$ cat src/rtl/irq_agg_pkg.sv
// Package: shared register addresses and map-field geometry for the
// interrupt aggregator. Assumes word addressing on the register port.
package irq_agg_pkg;
    localparam int unsigned ADDR_ENABLE = 0;
    localparam int unsigned ADDR_STATUS = 1;
    localparam int unsigned ADDR_MAP0   = 2;
    localparam int unsigned ADDR_MAP1   = 3;
    localparam int unsigned ADDR_SID0   = 4;  // level 1 status/ID, then ascending
    localparam int unsigned FIELD_W     = 4;  // spacing of routing fields in a map word
endpackage

$ cat src/rtl/irq_status_bank.sv
// Module: irq_status_bank
// Holds the enable and sticky status bits for every source, plus the
// per-level status/ID registers. Status bit 0 is bus ownership, bits
// 1..NUM_LVL are request levels, the rest are special events.
// Assumes src_req is already synchronous to clk.
module irq_status_bank #(
    parameter int NSRC    = 15,
    parameter int NUM_LVL = 7,
    parameter int VEC_W   = 8
) (
    input  logic                          clk,
    input  logic                          rst_n,
    input  logic [NSRC-1:0]               src_req,
    input  logic                          en_we,
    input  logic [NSRC-1:0]               en_wdata,
    input  logic                          clr_we,
    input  logic [NSRC-1:0]               clr_mask,
    input  logic [NUM_LVL*VEC_W-1:0]      ack_vec,
    input  logic [NUM_LVL-1:0]            ack_err,
    output logic [NSRC-1:0]               en_q,
    output logic [NSRC-1:0]               stat_q,
    output logic [NUM_LVL-1:0][VEC_W:0]   sid_q
);

    logic [NSRC-1:0] cap;
    logic [NSRC-1:0] clr_eff;

    // Capture qualifier per source: level bits are also blocked while set.
    for (genvar s = 0; s < NSRC; s++) begin : g_cap
        if (s >= 1 && s <= NUM_LVL) begin : g_lvl
            assign cap[s] = src_req[s] & en_q[s] & ~stat_q[s];
        end else begin : g_spc
            assign cap[s] = src_req[s] & en_q[s];
        end
    end

    assign clr_eff = clr_we ? clr_mask : '0;

    // Enable register and sticky status with capture overriding clear.
    always_ff @(posedge clk) begin
        if (!rst_n) begin
            en_q   <= '0;
            stat_q <= '0;
        end else begin
            if (en_we) begin
                en_q <= en_wdata;
            end
            stat_q <= (stat_q & ~clr_eff) | cap;
        end
    end

    // Per-level status/ID: latch vector and error flag on acknowledge.
    for (genvar i = 0; i < NUM_LVL; i++) begin : g_sid
        always_ff @(posedge clk) begin
            if (!rst_n) begin
                sid_q[i] <= '0;
            end else if (cap[i+1]) begin
                sid_q[i] <= {ack_err[i], ack_vec[i*VEC_W +: VEC_W]};
            end
        end

        AST_SID_HELD: assert property (@(posedge clk) disable iff (!rst_n)
            stat_q[i+1] |=> $stable(sid_q[i]));
    end

    AST_GATED_CAPTURE: assert property (@(posedge clk) disable iff (!rst_n)
        (stat_q & ~$past(stat_q) & ~$past(en_q)) == '0);

    AST_ZERO_WRITE_KEEPS: assert property (@(posedge clk) disable iff (!rst_n)
        (clr_we && ((clr_mask & stat_q) == '0)) |=> ((stat_q & $past(stat_q)) == $past(stat_q)));

endmodule

$ cat src/rtl/irq_route_matrix.sv
// Module: irq_route_matrix
// Holds the two routing map words and builds the registered output
// lines. Each source owns a SEL_W-bit field spaced FIELD_W apart;
// sources below FPW use map 0, the rest map 1.
// Assumes NUM_OUT is a power of two and NSRC <= 2*FPW.
module irq_route_matrix #(
    parameter int NSRC    = 15,
    parameter int NUM_OUT = 8,
    parameter int DW      = 32
) (
    input  logic                clk,
    input  logic                rst_n,
    input  logic                map0_we,
    input  logic                map1_we,
    input  logic [DW-1:0]       wdata,
    input  logic [NSRC-1:0]     stat_q,
    input  logic [NSRC-1:0]     en_q,
    output logic [DW-1:0]       map0_q,
    output logic [DW-1:0]       map1_q,
    output logic [NUM_OUT-1:0]  irq_out
);
    import irq_agg_pkg::*;

    localparam int SEL_W = $clog2(NUM_OUT);
    localparam int FPW   = DW / FIELD_W;

    logic [NSRC-1:0]            act;
    logic [NSRC-1:0][SEL_W-1:0] sel;
    logic [NUM_OUT-1:0]         irq_nxt;

    assign act = stat_q & en_q;

    // Field extraction: pick the line number for each source.
    for (genvar s = 0; s < NSRC; s++) begin : g_sel
        if (s < FPW) begin : g_m0
            assign sel[s] = map0_q[s*FIELD_W +: SEL_W];
        end else begin : g_m1
            assign sel[s] = map1_q[(s-FPW)*FIELD_W +: SEL_W];
        end
    end

    // Map registers: written whole, reset to zero.
    always_ff @(posedge clk) begin
        if (!rst_n) begin
            map0_q <= '0;
            map1_q <= '0;
        end else begin
            if (map0_we) map0_q <= wdata;
            if (map1_we) map1_q <= wdata;
        end
    end

    // OR every active source into the line it selects.
    always_comb begin
        irq_nxt = '0;
        for (int s = 0; s < NSRC; s++) begin
            if (act[s]) irq_nxt[sel[s]] = 1'b1;
        end
    end

    // Register the output lines.
    always_ff @(posedge clk) begin
        if (!rst_n) irq_out <= '0;
        else        irq_out <= irq_nxt;
    end

    AST_MASKED_QUIET: assert property (@(posedge clk) disable iff (!rst_n)
        ((stat_q & en_q) == '0) |=> (irq_out == '0));

endmodule

$ cat src/rtl/irq_level_prio.sv
// Module: irq_level_prio
// Registered priority encoder over enabled pending levels; the highest
// numbered level wins and 0 means nothing pending.
// Assumes pend[i] represents level i+1.
module irq_level_prio #(
    parameter int NUM_LVL = 7,
    parameter int LW      = 3
) (
    input  logic               clk,
    input  logic               rst_n,
    input  logic [NUM_LVL-1:0] pend,
    output logic [LW-1:0]      top_q
);

    logic [LW-1:0] best;

    // Ascending scan so the highest pending level is left in best.
    always_comb begin
        best = '0;
        for (int i = 0; i < NUM_LVL; i++) begin
            if (pend[i]) best = LW'(i + 1);
        end
    end

    // Register the winner.
    always_ff @(posedge clk) begin
        if (!rst_n) top_q <= '0;
        else        top_q <= best;
    end

    AST_TOP_LEVEL_WINS: assert property (@(posedge clk) disable iff (!rst_n)
        pend[NUM_LVL-1] |=> (top_q == LW'(NUM_LVL)));

endmodule

$ cat src/rtl/bus_irq_aggregator.sv
// Module: bus_irq_aggregator (top)
// Ties the status bank, route matrix and priority encoder to a word-
// addressed register port: single-cycle writes, reads one cycle late.
// Assumes reg_wr and reg_rd are synchronous to clk.
module bus_irq_aggregator #(
    parameter int NUM_LVL = 7,
    parameter int NUM_SPC = 7,
    parameter int VEC_W   = 8,
    parameter int NUM_OUT = 8,
    parameter int DW      = 32,
    parameter int AW      = 4,
    parameter int NSRC    = 1 + NUM_LVL + NUM_SPC,
    parameter int LW      = $clog2(NUM_LVL + 1)
) (
    input  logic                      clk,
    input  logic                      rst_n,
    input  logic [NSRC-1:0]           src_req,
    input  logic [NUM_LVL*VEC_W-1:0]  ack_vec,
    input  logic [NUM_LVL-1:0]        ack_err,
    input  logic [AW-1:0]             reg_addr,
    input  logic                      reg_wr,
    input  logic                      reg_rd,
    input  logic [DW-1:0]             reg_wdata,
    output logic [DW-1:0]             reg_rdata,
    output logic [NUM_OUT-1:0]        irq_out,
    output logic [LW-1:0]             top_level
);
    import irq_agg_pkg::*;

    logic [NSRC-1:0]              en_q;
    logic [NSRC-1:0]              stat_q;
    logic [NUM_LVL-1:0][VEC_W:0]  sid_q;
    logic [DW-1:0]                map0_q;
    logic [DW-1:0]                map1_q;
    logic [DW-1:0]                rd_mux;
    logic                         en_we, clr_we, map0_we, map1_we;

    // Write decode.
    assign en_we   = reg_wr && (reg_addr == AW'(ADDR_ENABLE));
    assign clr_we  = reg_wr && (reg_addr == AW'(ADDR_STATUS));
    assign map0_we = reg_wr && (reg_addr == AW'(ADDR_MAP0));
    assign map1_we = reg_wr && (reg_addr == AW'(ADDR_MAP1));

    irq_status_bank #(.NSRC(NSRC), .NUM_LVL(NUM_LVL), .VEC_W(VEC_W)) u_bank (
        .clk      (clk),
        .rst_n    (rst_n),
        .src_req  (src_req),
        .en_we    (en_we),
        .en_wdata (reg_wdata[NSRC-1:0]),
        .clr_we   (clr_we),
        .clr_mask (reg_wdata[NSRC-1:0]),
        .ack_vec  (ack_vec),
        .ack_err  (ack_err),
        .en_q     (en_q),
        .stat_q   (stat_q),
        .sid_q    (sid_q)
    );

    irq_route_matrix #(.NSRC(NSRC), .NUM_OUT(NUM_OUT), .DW(DW)) u_route (
        .clk     (clk),
        .rst_n   (rst_n),
        .map0_we (map0_we),
        .map1_we (map1_we),
        .wdata   (reg_wdata),
        .stat_q  (stat_q),
        .en_q    (en_q),
        .map0_q  (map0_q),
        .map1_q  (map1_q),
        .irq_out (irq_out)
    );

    irq_level_prio #(.NUM_LVL(NUM_LVL), .LW(LW)) u_prio (
        .clk   (clk),
        .rst_n (rst_n),
        .pend  (stat_q[NUM_LVL:1] & en_q[NUM_LVL:1]),
        .top_q (top_level)
    );

    // Read multiplexer over all readable registers.
    always_comb begin
        rd_mux = '0;
        if (reg_addr == AW'(ADDR_ENABLE))      rd_mux = DW'(en_q);
        else if (reg_addr == AW'(ADDR_STATUS)) rd_mux = DW'(stat_q);
        else if (reg_addr == AW'(ADDR_MAP0))   rd_mux = map0_q;
        else if (reg_addr == AW'(ADDR_MAP1))   rd_mux = map1_q;
        else begin
            for (int i = 0; i < NUM_LVL; i++) begin
                if (reg_addr == AW'(ADDR_SID0 + i)) rd_mux = DW'(sid_q[i]);
            end
        end
    end

    // Read data register: one-cycle latency, held between reads.
    always_ff @(posedge clk) begin
        if (!rst_n)      reg_rdata <= '0;
        else if (reg_rd) reg_rdata <= rd_mux;
    end

    AST_READ_HOLDS: assert property (@(posedge clk) disable iff (!rst_n)
        !reg_rd |=> $stable(reg_rdata));

endmodule

$ cat config.mk
export PLATFORM = sky130hd
export DESIGN_NAME = bus_irq_aggregator
export DESIGN_NICKNAME = d
export VERILOG_FILES = /design/src/rtl/irq_agg_pkg.sv /design/src/rtl/irq_status_bank.sv /design/src/rtl/irq_route_matrix.sv /design/src/rtl/irq_level_prio.sv /design/src/rtl/bus_irq_aggregator.sv
export SDC_FILE = /design/constraint.sdc
export NUM_CORES = 1
export LEC_CHECK = 0
export BUFFER_PORTS_ARGS = -buffer_cell sky130_fd_sc_hd__buf_2
export CORE_AREA = 2 2 146 148
export DETAILED_ROUTE_END_ITERATION = 10
export DIE_AREA = 0 0 148 150
export GPL_ROUTABILITY_DRIVEN = 1
export GPL_TIMING_DRIVEN = 0
export PLACE_DENSITY = 0.71
export SLEW_MARGIN = 20
export SYNTH_ARGS = -nofsm -noshare
export SYNTH_HDL_FRONTEND = slang
export SYNTH_HIERARCHICAL = 1
export SYNTH_SLANG_ARGS = --single-unit
$ cat constraint.sdc
create_clock -name clk -period 2.2 [get_ports clk]
set_input_delay 0.22 -clock clk [delete_from_list [all_inputs] [get_ports clk]]
set_output_delay 0.22 -clock clk [all_outputs]
set_load 0.05 [all_outputs]
==> results by group, run 1 <==
Route
  – Initial drt markers: 635
  – Antenna-violating nets left: 0
  – Average wire per standard cell: 20.9 µm
  – Via Count: 9441
  – DR DRC count: 0
  – Post-Route WL: 34.0 mm
  – Avg Vias per Cell: 5.81
  – DRT Pass-1 Iters: 5

Outcome
  – Outcome: finished, final reports clean

Final layout
  – Final nets: 1454
  – Ant diodes: 0
  – Synthesis-to-finish area growth: 17.1%
  – Share of layout cells above drive strength 1: 20.7%

Power
  – Comb power frac: 8.9%
  – Pwr Total: 7.57 mW
  – Sw Pwr: 2.02 mW
  – Clk pwr share: 42.3%
  – Sw Share: 26.7%
  – Power share of the sequential group: 48.7%
  – Int Pwr: 5.56 mW
  – Worst vdd ir: 0.460 mV
  – Leakage power: 4.35 nW
  – P per Cell Area: 633 nW/µm²

Synth
  – Register area share after synthesis: 39.2%
  – XOR/XNOR Fraction of Synth Area: 0%
  – Compound-Gate Fraction of Synth Area: 15.0%
  – Synth Flop Type: dfxtp_1
  – Async set or reset register ratio after synthesis: 0%
  – Post-Synth Adder-Cell Area: 0%
  – Flop and latch count out of synthesis: 200
  – Gate Count Post-Synth: 1159
  – Top-area cell type share of the netlist area: 39.2%
  – Mapped cell area: 10200 µm²
  – Number of synthesized flops with an enable pin: 0
  – Top cells by area, synth: dfxtp_1 (39%), mux2i_1 (16%), nand2_1 (6.2%)
  – Syn Nets: 1277
  – Mux cell area share after synthesis: 18.2%
  – Synth warnings: 6
  – Largest family of logic cells by synthesized area: simple AND/OR/NAND/NOR gates
  – Cell taking the most area after synthesis: dfxtp_1
  – Top-count cell post-synth: dfxtp_1
  – Post-synthesis simple-gate area fraction: 21.4%
  – Synth Area per Inst: 8.81 µm²
  – Count of cell types in the netlist: 51
  – Most common library cells after synthesis: dfxtp_1 (200), nand2_1 (170), mux2i_1 (159), nor2_1 (87), o22ai_1 (59)

Floorplanning
  – Row cnt: 53
  – Die area: 22200 µm²
  – Die W: 148 µm
  – Die Ht: 150 µm
  – Core Box Area: 20700 µm²
  – I/O pin count: 161
  – Initial Util: 49.4%

Place
  – Dpl ws: -488 ps
  – Number of port buffers: 157
  – Final GP Congestion: 0.949
  – DP HPWL: 25.7 mm

STA
  – Endpoints failing setup: 0
  – Worst Tran Pin Value: 792 ps
  – Final cycle utilization of the critical path: 92.5%
  – Skew final: 11.0 ps
  – Final Hold Viols: 0
  – Relative slew slack: 47.2%
  – Slew Limit Fails: 0
  – RSZ-0062 raised after global routing: false
  – Setup_tns: 0 ps
  – Fin worst setup slack: 164 ps
  – Final min period: 2040 ps
  – Fmax: 0.491 GHz

Worst setup path
  – Slowest CP cell: nor3_2
  – Register-to-Register Setup Slack: 410 ps
  – Crit. End Element: flop
  – Worst r2r path cells: 4
  – Reg-to-Reg End: u_route/irq_out[2]
  – Sequence of cells on the critical path: buf_2, buf_6, nor2_1, clkbuf_1, nand2_1, nor3_2, buf_4, a21boi_0, o21a_1
  – Worst r2r src: u_route/map0_q[6]
  – Startpoint class of the critical path: input port
  – CP top delay family: buffers and inverters
  – Crit Path Max Fanout: 10
  – Critical path class: input port to flop
  – Critical Path AT: 2370 ps
  – WP data required: 2540 ps
  – Buf+Inv Stages, Crit Path: 4
  – Slowest stage delay, CP: 470 ps

Clocking
  – Worst skew pair latency: 450 ps
  – CTS clk-pin slew, worst paths: 80 ps
  – Clk root buf: clkbuf_16
  – Maximum clock path buffer count: 2
  – # Post-CTS Setup Buffers: 0
  – CTS sink cnt: 200
  – H-tree level count: 4
  – CTS tree: done
  – Num CTS Buffers: 17

Run
  – Max-cap violations: 0

GRT
  – First-pass GRT wire length: 51.6 mm
  – All-Layer GR Usage: 30.6%
  – Initial antenna violation count: 0
  – Vias in the first global route: 8941
  – GRT overflow: 0
  – Largest net degree at the start of global routing: 20

Worst hold path
  – Hold Path End: u_bank/sid_q[22]
  – Hold depth: 3
  – Min-delay src: ack_vec[20]
  – Worst Hold Class: input port to flop
per-layer routing:
metal / GRT usage [%] / wire, µm / vias to the layer above
li1: - / - / 4459
met5: 0 / 0 / -
met2: 52.0 / 16300 / 420
met3: 4.33 / 2060 / 81
met4: 12.7 / 1180 / 0
met1: 39.1 / 14400 / 4481
worst register-to-register path, delay by kind of cell (launching register included):
kind / cells / cell delay [ps]
AO/OA/AOI/OAI: 2 / 390
flip-flops: 1 / 380
AND/OR/NAND/NOR: 2 / 870
layout make-up:
class | count | area, µm²
well taps | 275 | 344
clock buffers | 18 | 439
flip-flops and latches | 200 | 4000
fillers | 1950 | 8730
repair buffers | 158 | 796
inverters | 47 | 176
clock inverters | 14 | 163
plain buffers | 77 | 452
multi-input cells | 835 | 5590
layout by cell type, fill, tap and decap left out, types with 21 or more instances in the layout:
cell type	count
nor2b_1	35
mux2i_1	159
a21oi_1	23
buf_4	26
o22ai_1	59
and2_1	27
nor2_1	87
clkbuf_1	23
nand2b_1	34
buf_2	179
inv_1	45
nand2_1	170
o21ai_0	21
dfxtp_1	200
registers in the layout (all words and copies together) (netlist names):
signal           count
reg_rdata           32
u_bank/en_q         15
u_bank/sid_q        63
u_bank/stat_q       15
u_prio/top_q         3
u_route/irq_out      8
u_route/map0_q      32
u_route/map1_q      32
stage by stage:
stage | utilization [%] | std cells | instance area (µm²) | hold slack, ps
after floorplan | - | 1159 | 10200 | 343
after global placement | 54.8 | 1591 | 11300 | 440
after detailed placement | 54.8 | 1591 | 11300 | 446
after CTS | 57.8 | 1623 | 12000 | 3.33
after global routing | 57.8 | 1624 | 12000 | 3.20
final | 57.8 | 1624 | 12000 | 6.77
power groups by stage:
stage	combinational (mW)	clock, mW	sequential (mW)
after global placement	0.661	0	3.78
final	0.677	3.21	3.69
after global routing	0.724	3.41	3.70
after CTS	0.668	3.24	3.69
after floorplan	0.362	0	3.79
after detailed placement	0.665	0	3.78
how the worst max path moves through the flow:
stage | from | to | slack [ps] | cells after the start
6_report | reg_addr[2] | u_bank/stat_q[2] | 160 | 9
5_1_grt | reg_addr[2] | u_route/map1_q[20] | 50 | 10
4_1_cts | reg_addr[2] | u_bank/stat_q[2] | 230 | 9
3_5_place_dp | reg_addr[2] | u_bank/stat_q[5] | -490 | 9
3_3_place_gp | reg_addr[2] | u_bank/stat_q[3] | -490 | 9
2_1_floorplan | reg_addr[0] | u_route/map0_q[10] | 380 | 9
logic make-up after synthesis:
family	after synthesis
AND/OR/NAND/NOR	446
AO/OA/AOI/OAI	216
flip-flops	200
multiplexers	173
buffers and inverters	124
repair_timing:
item | in CTS | in global routing
hold endpoints to repair | 0 | 1
endpoints found under the setup margin | 7 | 0
hold buffers | 0 | 1
gates resized for setup | 1 | 0
Note: power is estimated with default switching activity, not from simulation.
==> inputs of run 2 (changes only) <==
Settings changed: RECOVER_POWER set to 50.
==> results by group, run 2 (same netlist as run 1, synthesis figures left out) <==
STA
  – Final cycle utilization of the critical path: 94.5%
  – Final hold slack: 5.30 ps
  – Skew final: 9.28 ps
  – Endpoints failing setup: 0
  – Setup_tns: 0 ps
  – RSZ-0062 raised after global routing: false
  – Fmax: 0.481 GHz
  – Relative slew slack: 36.5%
  – Final Hold Viols: 0
  – Final min period: 2080 ps
  – Worst Tran Pin Value: 953 ps
  – Slew Limit Fails: 0

Place
  – Placed cell count: 1591
  – Number of port buffers: 157
  – Final GP Congestion: 0.949
  – DP HPWL: 25.7 mm

Power
  – Sw Pwr: 2.02 mW
  – Leakage power: 4.12 nW
  – P per Cell Area: 638 nW/µm²
  – Comb power frac: 8.9%
  – Sw Share: 26.7%
  – Pwr Total: 7.58 mW
  – Clk pwr share: 42.4%
  – Power share of the sequential group: 48.7%
  – Worst vdd ir: 0.465 mV
  – Int Pwr: 5.55 mW

Worst setup path
  – Crit. End Element: flop
  – Register-to-Register Setup Slack: 390 ps
  – Slowest stage delay, CP: 460 ps
  – Buf+Inv Stages, Crit Path: 5
  – Critical path class: input port to flop
  – WP data required: 2530 ps
  – Startpoint class of the critical path: input port
  – Worst r2r src: u_route/map0_q[6]
  – Total stage count of the critical path: 10
  – Worst r2r path cells: 4
  – Slowest CP cell: clkbuf_1
  – Reg-to-Reg End: u_route/irq_out[2]
  – CP top delay family: buffers and inverters
  – Worst Setup SP: reg_addr[2]
  – Crit Path Max Fanout: 10
  – Worst Setup EP: u_bank/en_q[10]
  – Sequence of cells on the critical path: buf_2, buf_6, nor2_1, clkbuf_1, nand2_1, nor2_1, clkbuf_1, buf_6, mux2i_1, nor2b_1
  – Critical Path AT: 2410 ps

Final layout
  – Biggest register: u_bank/sid_q
  – Share of layout cells above drive strength 1: 16.8%
  – Final nets: 1454
  – Area of the multi-input gates: 5590 µm²
  – Non-filler cells, final: 1625
  – Max reg flops: 63
  – Most common cell after layout, fill and taps aside: dfxtp_1
  – # fillers: 1990
  – Sequential cell area: 4000 µm²
  – Most frequent cells in the layout: dfxtp_1 (200), nand2_1 (170), mux2i_1 (159)
  – Synthesis-to-finish area growth: 16.3%

Route
  – DR DRC count: 0
  – Post-Route WL: 34.2 mm
  – Initial drt markers: 710
  – Average wire per standard cell: 21.0 µm
  – DRT Pass-1 Iters: 5
  – Antenna-violating nets left: 0
  – Avg Vias per Cell: 5.82
  – Via Count: 9454

Floorplanning
  – Row cnt: 53
  – Core Box Area: 20700 µm²
  – Initial Util: 49.4%
  – Die Ht: 150 µm
  – I/O pin count: 161
  – Die W: 148 µm
  – Die area: 22200 µm²

GRT
  – GRT overflow: 0
  – GRT met2 Usage: 52.0%
  – Met1 track demand over resource: 39.1%
  – M3 GR Usage: 4.33%
  – Initial antenna violation count: 0
  – All-Layer GR Usage: 30.6%
  – Global route hottest layer: met2
  – Largest net degree at the start of global routing: 20
  – Vias in the first global route: 8941
  – First-pass GRT wire length: 51.6 mm

Outcome
  – Outcome: finished, final reports clean

Run
  – Max-cap violations: 0

Clocking
  – CTS tree: done
  – Num CTS Buffers: 17
  – Maximum clock path buffer count: 2
  – CTS sink cnt: 200
  – H-tree level count: 4
  – Worst skew pair latency: 450 ps
  – Clk root buf: clkbuf_16
  – CTS clk-pin slew, worst paths: 80 ps

Worst hold path
  – Min-delay src: ack_vec[20]
  – Worst Hold Class: input port to flop
[run 2: changes by cell type in the layout (fill, tap and decap cells not counted)]
cell,before,now
buf_4,26,18
buf_2,179,135
diode_2,0,1
and2_1,27,25
and2_0,2,4
o311ai_1,6,4
clkbuf_1,23,75
o311ai_0,0,2
[run 2: timing repair]
item,4_1_cts,5_1_grt
setup endpoints to repair,7,0
hold endpoints to repair,0,1
buffers inserted,0,0
gates resized for setup,1,0
hold buffers,0,1
[run 2: per-layer routing]
| metal | vias to the layer above | share of wire [%] |
|---|---|---|
| met5 | - | 0 |
| li1 | 4462 | - |
| met3 | 79 | 6.4 |
| met1 | 4502 | 42 |
| met4 | 0 | 3.3 |
| met2 | 411 | 48 |
[run 2: area by class of cell]
cell class                      instances  area share, %
Clock buffer                           18           3.70
Antenna cell                            1         0.0211
Inverter                               47           1.49
Timing Repair Buffer                  158           6.24
Sequential cell                       200           33.7
Clock inverter                         14           1.37
Tap cell                              275           2.90
Buffer                                 77           3.55
Multi-Input combinational cell        835           47.0
[run 2: worst min-delay path: stages]
cell and delay (ps):
buf_2 100, nand2_1 40, mux2i_1 50
[run 2: per-stage QoR]
stage | cell area [µm²] | utilization, % | setup WS, ps
floorplan | 10200 | - | 384
global placement | 11300 | 54.8 | -494
detailed placement | 11300 | 54.8 | -488
CTS | 12000 | 57.8 | 232
global route | 11900 | 57.4 | 53.4
finish | 11900 | 57.4 | 122
[run 2: power by group through the flow]
stage | sequential, mW | clock, mW | combinational [mW]
3_5_place_dp | 3.78 | 0 | 0.665
3_3_place_gp | 3.78 | 0 | 0.661
4_1_cts | 3.69 | 3.24 | 0.668
6_report | 3.69 | 3.21 | 0.675
5_1_grt | 3.70 | 3.41 | 0.721
2_1_floorplan | 3.79 | 0 | 0.362
[run 2: worst min path at each step]
| stage | to | slack (ps) | cells after the start |
|---|---|---|---|
| 3_5_place_dp | u_bank/sid_q[43] | 450 | 2 |
| 3_3_place_gp | u_bank/sid_q[19] | 440 | 2 |
| 4_1_cts | u_bank/sid_q[20] | 3 | 3 |
| 2_1_floorplan | u_prio/top_q[0] | 340 | 2 |
| 6_report | u_bank/sid_q[22] | 5 | 3 |
| 5_1_grt | u_bank/sid_q[34] | 3 | 3 |
